`config.mk`:
```
export PLATFORM = sky130hd
export DESIGN_NAME = pwrseq_ctrl
export DESIGN_NICKNAME = d
export VERILOG_FILES = /design/src/rtl/pwrseq_pkg.sv /design/src/rtl/pwrseq_ms_tick.sv /design/src/rtl/pwrseq_btn_filter.sv /design/src/rtl/pwrseq_seq.sv /design/src/rtl/pwrseq_ctrl.sv
export SDC_FILE = /design/constraint.sdc
export NUM_CORES = 1
export LEC_CHECK = 0
export BUFFER_PORTS_ARGS = -buffer_cell sky130_fd_sc_hd__buf_2
export CORE_ASPECT_RATIO = 0.6
export CORE_MARGIN = 2
export CORE_UTILIZATION = 58
export DETAILED_ROUTE_END_ITERATION = 8
export GPL_ROUTABILITY_DRIVEN = 0
export GPL_TIMING_DRIVEN = 1
export PLACE_DENSITY = 0.83
export SYNTH_ARGS = -nofsm -noshare
export SYNTH_HDL_FRONTEND = slang
export SYNTH_SLANG_ARGS = --single-unit
```
`constraint.sdc`:
```
create_clock -name clk -period 2.32 [get_ports clk]
set_input_delay 0.232 -clock clk [delete_from_list [all_inputs] [get_ports clk]]
set_output_delay 0.232 -clock clk [all_outputs]
set_load 0.05 [all_outputs]
```
`src/rtl/pwrseq_pkg.sv`:
```
package pwrseq_pkg;

  localparam int NUM_RAILS = 7;
  localparam int IDX_REG1  = 0;
  localparam int IDX_REG2  = 1;
  localparam int IDX_REG3  = 2;
  localparam int NUM_CORE  = 3;

  typedef enum logic [1:0] {
    ST_OFF     = 2'd0,
    ST_WAIT_PG = 2'd1,
    ST_STAGGER = 2'd2,
    ST_RUN     = 2'd3
  } seq_state_t;

  // A staggered rail is due once the elapsed milliseconds reach its delay.
  function automatic logic rail_due(input int unsigned ms_done,
                                    input int unsigned dly_ms);
    return ms_done >= dly_ms;
  endfunction

  // Counter width able to hold values 0..n-1 (minimum one bit).
  function automatic int cnt_width(input int n);
    return (n > 1) ? $clog2(n) : 1;
  endfunction

endpackage

```
`src/rtl/pwrseq_ms_tick.sv`:
```
module pwrseq_ms_tick #(
  parameter int TICK_DIV = 50000
) (
  input  logic clk,
  input  logic rst_n,
  input  logic run_i,
  output logic tick_o
);
  import pwrseq_pkg::*;

  localparam int CW = cnt_width(TICK_DIV);
  localparam logic [CW-1:0] LAST = CW'(TICK_DIV - 1);

  logic [CW-1:0] div_q;

  assign tick_o = run_i && (div_q == LAST);

  always_ff @(posedge clk or negedge rst_n) begin
    if (!rst_n)                div_q <= '0;
    else if (!run_i || tick_o) div_q <= '0;
    else                       div_q <= div_q + 1'b1;
  end

  // The divider restarts whenever the sequencer leaves the counting state.
  assert_tick_idle_R3: assert property (@(posedge clk) disable iff (!rst_n)
    !run_i |=> !tick_o || (TICK_DIV == 1));

endmodule

```
`src/rtl/pwrseq_btn_filter.sv`:
```
module pwrseq_btn_filter #(
  parameter int DEB_CYCLES = 500
) (
  input  logic clk,
  input  logic rst_n,
  input  logic btn_n_i,
  output logic pressed_o
);
  import pwrseq_pkg::*;

  localparam int DW = cnt_width(DEB_CYCLES);
  localparam logic [DW-1:0] DEB_LAST = DW'(DEB_CYCLES - 1);

  logic          sync1_q, sync2_q;
  logic          filt_q;
  logic [DW-1:0] deb_q;
  logic          sync_press;
  logic          mismatch;

  assign sync_press = !sync2_q;
  assign mismatch   = sync_press != filt_q;
  assign pressed_o  = filt_q;

  always_ff @(posedge clk or negedge rst_n) begin
    if (!rst_n) begin
      sync1_q <= 1'b1;
      sync2_q <= 1'b1;
    end else begin
      sync1_q <= btn_n_i;
      sync2_q <= sync1_q;
    end
  end

  always_ff @(posedge clk or negedge rst_n) begin
    if (!rst_n) begin
      filt_q <= 1'b0;
      deb_q  <= '0;
    end else if (!mismatch) begin
      deb_q  <= '0;
    end else if (deb_q == DEB_LAST) begin
      filt_q <= sync_press;
      deb_q  <= '0;
    end else begin
      deb_q  <= deb_q + 1'b1;
    end
  end

  // The filtered level only moves toward a level the synchronizer already shows.
  assert_filter_follows_R2: assert property (@(posedge clk) disable iff (!rst_n)
    (filt_q != $past(filt_q)) |-> ($past(sync_press) == filt_q));

endmodule

```
`src/rtl/pwrseq_seq.sv`:
```
module pwrseq_seq #(
  parameter int RST_MS      = 20,
  parameter int REG1_DLY_MS = 2,
  parameter int REG2_DLY_MS = 4
) (
  input  logic                           clk,
  input  logic                           rst_n,
  input  logic                           pressed_i,
  input  logic                           reg3_pgood_i,
  input  logic                           core_hold_i,
  input  logic                           periph_en_i,
  input  logic                           stby_sel_i,
  input  logic                           tick_i,
  output logic                           stagger_o,
  output logic [pwrseq_pkg::NUM_RAILS-1:0] rail_en_o,
  output logic                           cpu_rst_n_o,
  output logic                           btn_irq_n_o,
  output logic                           stby_vsel_o
);
  import pwrseq_pkg::*;

  localparam int MS_W = $clog2(RST_MS + 1);
  localparam int NUM_PERIPH = NUM_RAILS - NUM_CORE;

  seq_state_t      state_q, state_d;
  logic [MS_W-1:0] ms_q;

  // Named internal events.
  logic in_boot;
  logic in_run;
  logic boot_abort;
  logic pg_lost;
  logic timer_expire;
  logic shutdown_req;
  logic reg1_due, reg2_due;

  assign in_boot      = (state_q == ST_WAIT_PG) || (state_q == ST_STAGGER);
  assign in_run       = (state_q == ST_RUN);
  assign boot_abort   = in_boot && !pressed_i && !core_hold_i;
  assign pg_lost      = (state_q == ST_STAGGER) && !reg3_pgood_i;
  assign timer_expire = (state_q == ST_STAGGER) && tick_i &&
                        (ms_q == MS_W'(RST_MS - 1));
  assign shutdown_req = in_run && !pressed_i && !core_hold_i && !periph_en_i;
  assign reg1_due     = rail_due(int'(ms_q), REG1_DLY_MS);
  assign reg2_due     = rail_due(int'(ms_q), REG2_DLY_MS);
  assign stagger_o    = (state_q == ST_STAGGER);

  always_comb begin
    state_d = state_q;
    unique case (state_q)
      ST_OFF:     if (pressed_i) state_d = ST_WAIT_PG;
      ST_WAIT_PG: begin
        if (boot_abort)        state_d = ST_OFF;
        else if (reg3_pgood_i) state_d = ST_STAGGER;
      end
      ST_STAGGER: begin
        if (pg_lost || boot_abort) state_d = ST_OFF;
        else if (timer_expire)     state_d = ST_RUN;
      end
      ST_RUN:     if (shutdown_req) state_d = ST_OFF;
      default:    state_d = ST_OFF;
    endcase
  end

  always_ff @(posedge clk or negedge rst_n) begin
    if (!rst_n) state_q <= ST_OFF;
    else        state_q <= state_d;
  end

  always_ff @(posedge clk or negedge rst_n) begin
    if (!rst_n)                    ms_q <= '0;
    else if (state_q != ST_STAGGER) ms_q <= '0;
    else if (tick_i)               ms_q <= ms_q + 1'b1;
  end

  // Output decode from the registered state.
  always_comb begin
    rail_en_o = '0;
    rail_en_o[IDX_REG3] = in_boot || in_run;
    rail_en_o[IDX_REG1] = in_run || (stagger_o && reg1_due);
    rail_en_o[IDX_REG2] = in_run || (stagger_o && reg2_due);
    rail_en_o[NUM_RAILS-1:NUM_CORE] = {NUM_PERIPH{in_run && periph_en_i}};
  end

  assign cpu_rst_n_o = in_run;
  assign btn_irq_n_o = !(in_run && pressed_i);
  assign stby_vsel_o = in_run && stby_sel_i;

  // Assertions
  assert_reg3_first_R1: assert property (@(posedge clk) disable iff (!rst_n)
    ($past(state_q) == ST_OFF && state_q != ST_OFF) |-> (rail_en_o == 7'b0000100));

  assert_core_order_R3: assert property (@(posedge clk) disable iff (!rst_n)
    rail_en_o[IDX_REG2] |-> (rail_en_o[IDX_REG1] && rail_en_o[IDX_REG3]));

  assert_release_pg_R4: assert property (@(posedge clk) disable iff (!rst_n)
    $rose(cpu_rst_n_o) |-> $past(reg3_pgood_i));

  assert_pg_loss_off_R5: assert property (@(posedge clk) disable iff (!rst_n)
    ((state_q == ST_STAGGER) && !reg3_pgood_i) |=> (rail_en_o == '0 && !cpu_rst_n_o));

  assert_boot_abort_R6: assert property (@(posedge clk) disable iff (!rst_n)
    (in_boot && !pressed_i && !core_hold_i) |=> (rail_en_o == '0));

  assert_periph_in_run_R7: assert property (@(posedge clk) disable iff (!rst_n)
    (|rail_en_o[NUM_RAILS-1:NUM_CORE]) |-> cpu_rst_n_o);

  assert_shutdown_R8: assert property (@(posedge clk) disable iff (!rst_n)
    (in_run && !pressed_i && !core_hold_i && !periph_en_i) |=> (state_q == ST_OFF));

  assert_irq_only_run_R9: assert property (@(posedge clk) disable iff (!rst_n)
    !btn_irq_n_o |-> (cpu_rst_n_o && pressed_i));

  assert_vsel_run_R10: assert property (@(posedge clk) disable iff (!rst_n)
    stby_vsel_o |-> rail_en_o[IDX_REG3]);

endmodule

```
`src/rtl/pwrseq_ctrl.sv`:
```
module pwrseq_ctrl #(
  parameter int TICK_DIV    = 50000,
  parameter int DEB_CYCLES  = 500,
  parameter int RST_MS      = 20,
  parameter int REG1_DLY_MS = 2,
  parameter int REG2_DLY_MS = 4
) (
  input  logic       clk,
  input  logic       rst_n,
  input  logic       btn_n_i,
  input  logic       reg3_pgood_i,
  input  logic       core_hold_i,
  input  logic       periph_en_i,
  input  logic       stby_sel_i,
  output logic [6:0] rail_en_o,
  output logic       cpu_rst_n_o,
  output logic       btn_irq_n_o,
  output logic       stby_vsel_o
);

  logic pressed;
  logic ms_tick;
  logic stagger;

  pwrseq_btn_filter #(.DEB_CYCLES(DEB_CYCLES)) u_btn (
    .clk       (clk),
    .rst_n     (rst_n),
    .btn_n_i   (btn_n_i),
    .pressed_o (pressed)
  );

  pwrseq_ms_tick #(.TICK_DIV(TICK_DIV)) u_tick (
    .clk    (clk),
    .rst_n  (rst_n),
    .run_i  (stagger),
    .tick_o (ms_tick)
  );

  pwrseq_seq #(
    .RST_MS      (RST_MS),
    .REG1_DLY_MS (REG1_DLY_MS),
    .REG2_DLY_MS (REG2_DLY_MS)
  ) u_seq (
    .clk          (clk),
    .rst_n        (rst_n),
    .pressed_i    (pressed),
    .reg3_pgood_i (reg3_pgood_i),
    .core_hold_i  (core_hold_i),
    .periph_en_i  (periph_en_i),
    .stby_sel_i   (stby_sel_i),
    .tick_i       (ms_tick),
    .stagger_o    (stagger),
    .rail_en_o    (rail_en_o),
    .cpu_rst_n_o  (cpu_rst_n_o),
    .btn_irq_n_o  (btn_irq_n_o),
    .stby_vsel_o  (stby_vsel_o)
  );

endmodule

```
# Yosys cells after proc, flatten, opt, wreduce, memory -nomap -nowiden
# Cells that the tools add are included.
[classes] n_eq_ne=12 shifts=0 magnitude_cmp=2 n_bitwise=0 n_mul=0 div=0 reduce_logical=31 n_addsub=3 mux=12
[ops] op="$mux W9" n=2
[ops] op="$add A16 B1 Y16 const B" n=1
[ops] op="$eq A16 B16 Y1 const B" n=1
[ops] op="$mux W16" n=1
[ops] op="$logic_and A1 B1 Y1" n=14
[ops] op="$mux W2" n=6
[ops] op="$mux W5" n=2
[ops] op="$add A9 B1 Y9 const B" n=1
[ops] op="$eq A9 B9 Y1 const B" n=1
[ops] op="$pmux W2 S4" n=1
[ops] op="$logic_not A1 Y1" n=7
[ops] op="$logic_or A1 B1 Y1" n=6
[ops] op="$ne A2 B2 Y1 const B" n=3
[ops] op="$add A5 B1 Y5 const B" n=1
[ops] op="$eq A5 B5 Y1 const B" n=1
[ops] op="$ge A5 B2 Y1 const B" n=1
[ops] op="$ge A5 B3 Y1 const B" n=1
[ops] op="$eq A2 B2 Y1 const B" n=2
[ops] op="$reduce_and A4 Y1" n=1
[ops] op="$ne A3 B2 Y1 const B" n=1
[ops] op="$ne A3 B3 Y1 const B" n=1
[ops] op="$eq A2 B1 Y1 const B" n=1
[ops] op="$logic_not A2 Y1" n=1
[ops] op="$reduce_and A2 Y1" n=1
[ops] op="2 further kinds" n=2
[word_totals] romBits=0 regBits=35 latchBits=0 word_cells=67 in_bits=7 mem_count=0 ramBits=0 output_inout_bits=10

# Depth between registers and ports, before layout
[logic_depth] word_depth=7 ltp_mapped=7 mapped_depth_nobuf=6

# Cells and area by module
# From an unflattened synthesis, not the netlist that was laid out.
[hier_totals] cells_unflattened=186 hier_area_um2=1899.3
[by_module_without_submodules] module="pwrseq_ms_tick" area_per_inst_um2=812.0 instances=1 cells_per_inst=82
[by_module_without_submodules] module="pwrseq_seq" area_per_inst_um2=559.3 instances=1 cells_per_inst=56
[by_module_without_submodules] module="pwrseq_btn_filter" area_per_inst_um2=528.0 instances=1 cells_per_inst=48

# Worst setup path before layout
# Ideal clock, no wire load.
[synth_path] path_type="register -> output" from="reg u_seq.state_q[0]" to="out rail_en_o[0]" stages_incl_launch_ff=6 path_slack_ns=0.051 arrival_time_ns=2.037 path_cell_list="dfrtp_1 inv_1 ha_1 inv_1 o21bai_1 a21o_1"
[synth_via] elab_chain_cells=3 word_cells_on_any_way=4
[synth_lines] item="start: declaration" line_no="pwrseq_seq.sv:25" text="seq_state_t state_q, state_d;"
[synth_lines] item="start signal: assignment" line_no="pwrseq_seq.sv:67" text="else state_q <= state_d;"
[synth_lines] item="$eq A2 B2 Y1" line_no="pwrseq_seq.sv:46" text="assign stagger_o = (state_q == ST_STAGGER);"
[synth_lines] item="$logic_and A1 B1 Y1" line_no="pwrseq_seq.sv:80" text="rail_en_o[IDX_REG1] = in_run || (stagger_o && reg1_due);"
[synth_lines] item="$logic_or A1 B1 Y1 (*)" line_no="pwrseq_seq.sv:80"
[synth_lines] item="end: declaration" line_no="pwrseq_ctrl.sv:15" text="output logic [6:0] rail_en_o,"
# Every way passes the cells marked *; elsewhere a longest branch is shown, timed or not.

# Final worst setup path
[layout_path] from="reg u_seq.state_q[1]" to="reg u_seq.state_q[0]"
[layout_via] elab_chain_cells=7 word_cells_on_any_way=23
[layout_lines] item="$eq A2 B1 Y1 or $eq A2 B2 Y1 (tied branches)"
[layout_lines] item="$logic_or A1 B1 Y1" line_no="pwrseq_seq.sv:37" text="assign in_boot = (state_q == ST_WAIT_PG) || (state_q == ST_STAGGER);"
[layout_lines] item="$logic_and A1 B1 Y1 (2 in a row)" line_no="pwrseq_seq.sv:39" text="assign boot_abort = in_boot && !pressed_i && !core_hold_i;"
[layout_lines] item="$logic_or A1 B1 Y1" line_no="pwrseq_seq.sv:57" text="if (pg_lost || boot_abort) state_d = ST_OFF;"
[layout_lines] item="$ne A3 B3 Y1 (no source line) or $mux W2 (tied branches)"
[layout_lines] item="$reduce_and A4 Y1 (no source line) or $pmux W2 S4 (tied branches)"
# Parallel ways exist; a longest one is shown, timed or not.
# A chain may end at the register's enable or synchronous reset.

==> results.toml <==
[power]
switching_share_pct = 36.3
report.power.total_uw = 1530
seq_power_share_pct = 43.5
switching_power_uw = 556
p_leak_uw = 0.000886
internal-power_uw = 976
p_comb_share_pct = 27.6
vdd_ir_drop_max_mv = 0.724
clock_power_share_pct = 28.9
cellPowerDensity_nw_per_um2 = 748

[setup_path]
crit_fanout = 5
data_required_time_of_the_critical_path_ns = 2.50
cp_class = "reg -> reg"
crit_path_top_delay_cell = "sky130_fd_sc_hd__dfrtp_1"
cpPeakStageDelay_ns = 0.43
worstPathCellList = "inv_1 -> ha_1 -> nor3b_1 -> o311ai_0 -> or3_1 -> o311a_1"
endpoint_kind = "flop"
crit_arrival_ns = 2.36
start_kind = "flop"

[sta]
fin_crit_ns = 2.18
setup_repair_after_global_routing_missed_its_margin = "no"
timing.final.max_slew_violations = 0
hold_violations = 0
hold_slack_ns = 0.00683
finalCritPeriodShare_pct = 94.0
fin_setup_tns_ns = 0
slew-limit-headroom_pct = 48.9
setup-violations-final = 0
worst_slew_pin_slew_ns = 0.767
fmax_mhz = 459
fin_worst_skew_ns = 0.00791

[layout]
fraction_of_layout_instances_using_a_drive_strength_above_1_pct = 16.3
final_cell_mix = "sky130_fd_sc_hd__dfrtp_1, sky130_fd_sc_hd__nor2_1, sky130_fd_sc_hd__nand2_1, sky130_fd_sc_hd__buf_2, sky130_fd_sc_hd__xnor2_1"
area_growth_syn_to_fin_pct = 9.28
layout.cell_area.non_filler_um2 = 2050
commonest_non_fill_non_tap_cell_in_the_layout = "sky130_fd_sc_hd__dfrtp_1"
design.final.nets = 223
number_of_diodes = 0

[routing]
detailed_route_wire_length_per_cell_um = 14.5
detail-route-antenna-nets = 0
drtIter0Drc = 135
dr_total_vias = 1421
drtPass1Iterations = 4
drc = 0
detail_route.wirelength_mm = 3.64
routed_via_density = 5.68

[yosys]
synth_top_area_share_pct = 44.1
synth.cell_area_um2 = 1870
synthesis.nets = 206
post_synth_and_or_nand_nor_area_fraction_pct = 25.9
syn_area_per_cell_um2 = 9.86
yosys.area_share.xor_xnor_pct = 8.88
synth-edff-count = 0
synth-compound-area-share_pct = 7.88
synth_top_family_by_area = "simple AND/OR/NAND/NOR gates"
synth.yosys.seq_area_share_pct = 46.9
synthesized_instance_count = 190
ys_ff_latch = 35
asyncSetResetFlopFracSynth_pct = 100
synthTopCellsByArea = "sky130_fd_sc_hd__dfrtp_1, sky130_fd_sc_hd__ha_1, sky130_fd_sc_hd__xnor2_1, sky130_fd_sc_hd__nor2_1, sky130_fd_sc_hd__xor2_1"
synth_flop_cell = "sky130_fd_sc_hd__dfrtp_1"
synthAdderAreaFrac_pct = 6.01
synthesis.yosys.warnings = 0
synth_cell_type_count = 39
yosys-mux-area-fraction_pct = 0.534
yosys.area.top_type = "sky130_fd_sc_hd__dfrtp_1"

[cts]
cts_buffers = 5
tritoncts_clock_tree = "yes"
clk_path_buf_depth = 2
clock_latency_ns = 0.30
postCtsResizedCells = 0
cts.htree.levels = 2
worst_setup_hold_path_clk_slew_ns = 0.07
cts_num_sinks = 35
cts_setup_buffers = 0
cts_root_buf = "sky130_fd_sc_hd__clkbuf_8"
hold_buffers = 0

[grt]
global_route.overflow_total = 0
wire_length_of_the_first_global_routing_pass_mm = 5.95
antenna_violations_before_repair = 0
global_route_usage_over_all_layers_pct = 22.0
grt_max_degree = 36
first_global_vias = 1322

[placement]
place.port_buffers = 16
placement.cell_area_um2 = 1960
hpwlAfterDp_mm = 2.64

[outcome]
result_of_the_run = "finished, final reports clean"

[min_path]
worst_hold_path_type = "in -> async"

[floorplanning]
design.die.area_um2 = 3720
row_count = 15
chipWidth_um = 77.4
core_area_um2 = 2970
io_pins = 17
floorplan.initialDensity_pct = 63.2
die_height_um = 48.0

[run]
max_cap_violations = 0
-- synthesized netlist by cell type (all sizes together) (3+ instances only) --
cell / n
inv: 8
nand3: 8
ha: 9
o21ai: 6
dfrtp: 33
xnor2: 12
or3: 6
xor2: 7
nand2: 16
nand4: 6
a21oi: 7
and4: 3
o31ai: 3
or4: 3
nor2: 27
buf: 6
and3: 9
-- layout make-up --
| class | count | area [um2] |
|---|---|---|
| clock buffer | 6 | 72.6 |
| clock inverter | 2 | 12.5 |
| fill | 237 | 917 |
| inverter | 8 | 30.0 |
| multi-input combinational | 141 | 922 |
| sequential | 35 | 878 |
| tap | 42 | 52.6 |
| timing repair buffer | 16 | 80.1 |
-- cells by family after synthesis --
kind of cell	Yosys count
flip-flops	35
XOR/XNOR	19
multiplexers	1
AND/OR/NAND/NOR	89
buffers and inverters	14
adder cells (fa/ha/maj)	9
AO/OA/AOI/OAI	23
-- worst max-delay path: cells and delay by family (launching register included) --
kind	cells	cell delay [ns]
buf+inv	1	0.11
compound gates	2	0.44
flops	1	0.43
simple gates	2	0.81
fa+ha+maj	1	0.28
-- flip-flops by register name, indices dropped and copies added, names as in the netlist --
name and cells:
u_btn.sync2_q 1, u_btn.pressed_o 1, u_btn.deb_q 9, u_seq.state_q 2
u_tick.div_q 16, u_seq.ms_q 5, u_btn.sync1_q 1
-- stage by stage --
step	worst slack (ns)	cells	util (%)
2_1_floorplan	0.0510	190	-
3_3_place_gp	0.365	242	66.2
3_5_place_dp	0.203	242	66.2
4_1_cts	0.191	250	69.1
5_1_grt	0.0532	250	69.1
6_report	0.140	250	69.1
-- final timing paths --
kind                                  start                to  slack, ns  depth (start not counted)
setup / recovery           u_seq.state_q[1]  u_seq.state_q[0]       0.14                          6
hold / removal                        rst_n     u_seq.ms_q[3]      0.007                          1
setup reg to reg           u_seq.state_q[1]  u_seq.state_q[0]       0.14                          6
hold reg to reg               u_btn.sync1_q     u_btn.sync2_q       0.36                          0
max in group asynchronous             rst_n    u_btn.deb_q[6]       1.82                          1
min in group clk                    btn_n_i     u_btn.sync1_q       0.03                          1
-- power by group through the flow --
stage          Combinational, uW  Clock, uW  Sequential, uW
6_report                     423        442             667
5_1_grt                      456        478             670
4_1_cts                      423        451             666
3_5_place_dp                 423          0             676
3_3_place_gp                 401          0             674
2_1_floorplan                331          0             670
-- routing by layer --
| layer | GRT usage [%] | vias to the layer above | share of wire, % |
|---|---|---|---|
| met3 | 6.04 | 12 | 5.6 |
| met2 | 36.5 | 41 | 46 |
| met5 | 0 | - | 0 |
| met1 | 27.0 | 682 | 45 |
| met4 | 13.9 | 0 | 2.8 |
| li1 | - | 686 | - |
No activity file was read; power rests on OpenSTA's default activity.
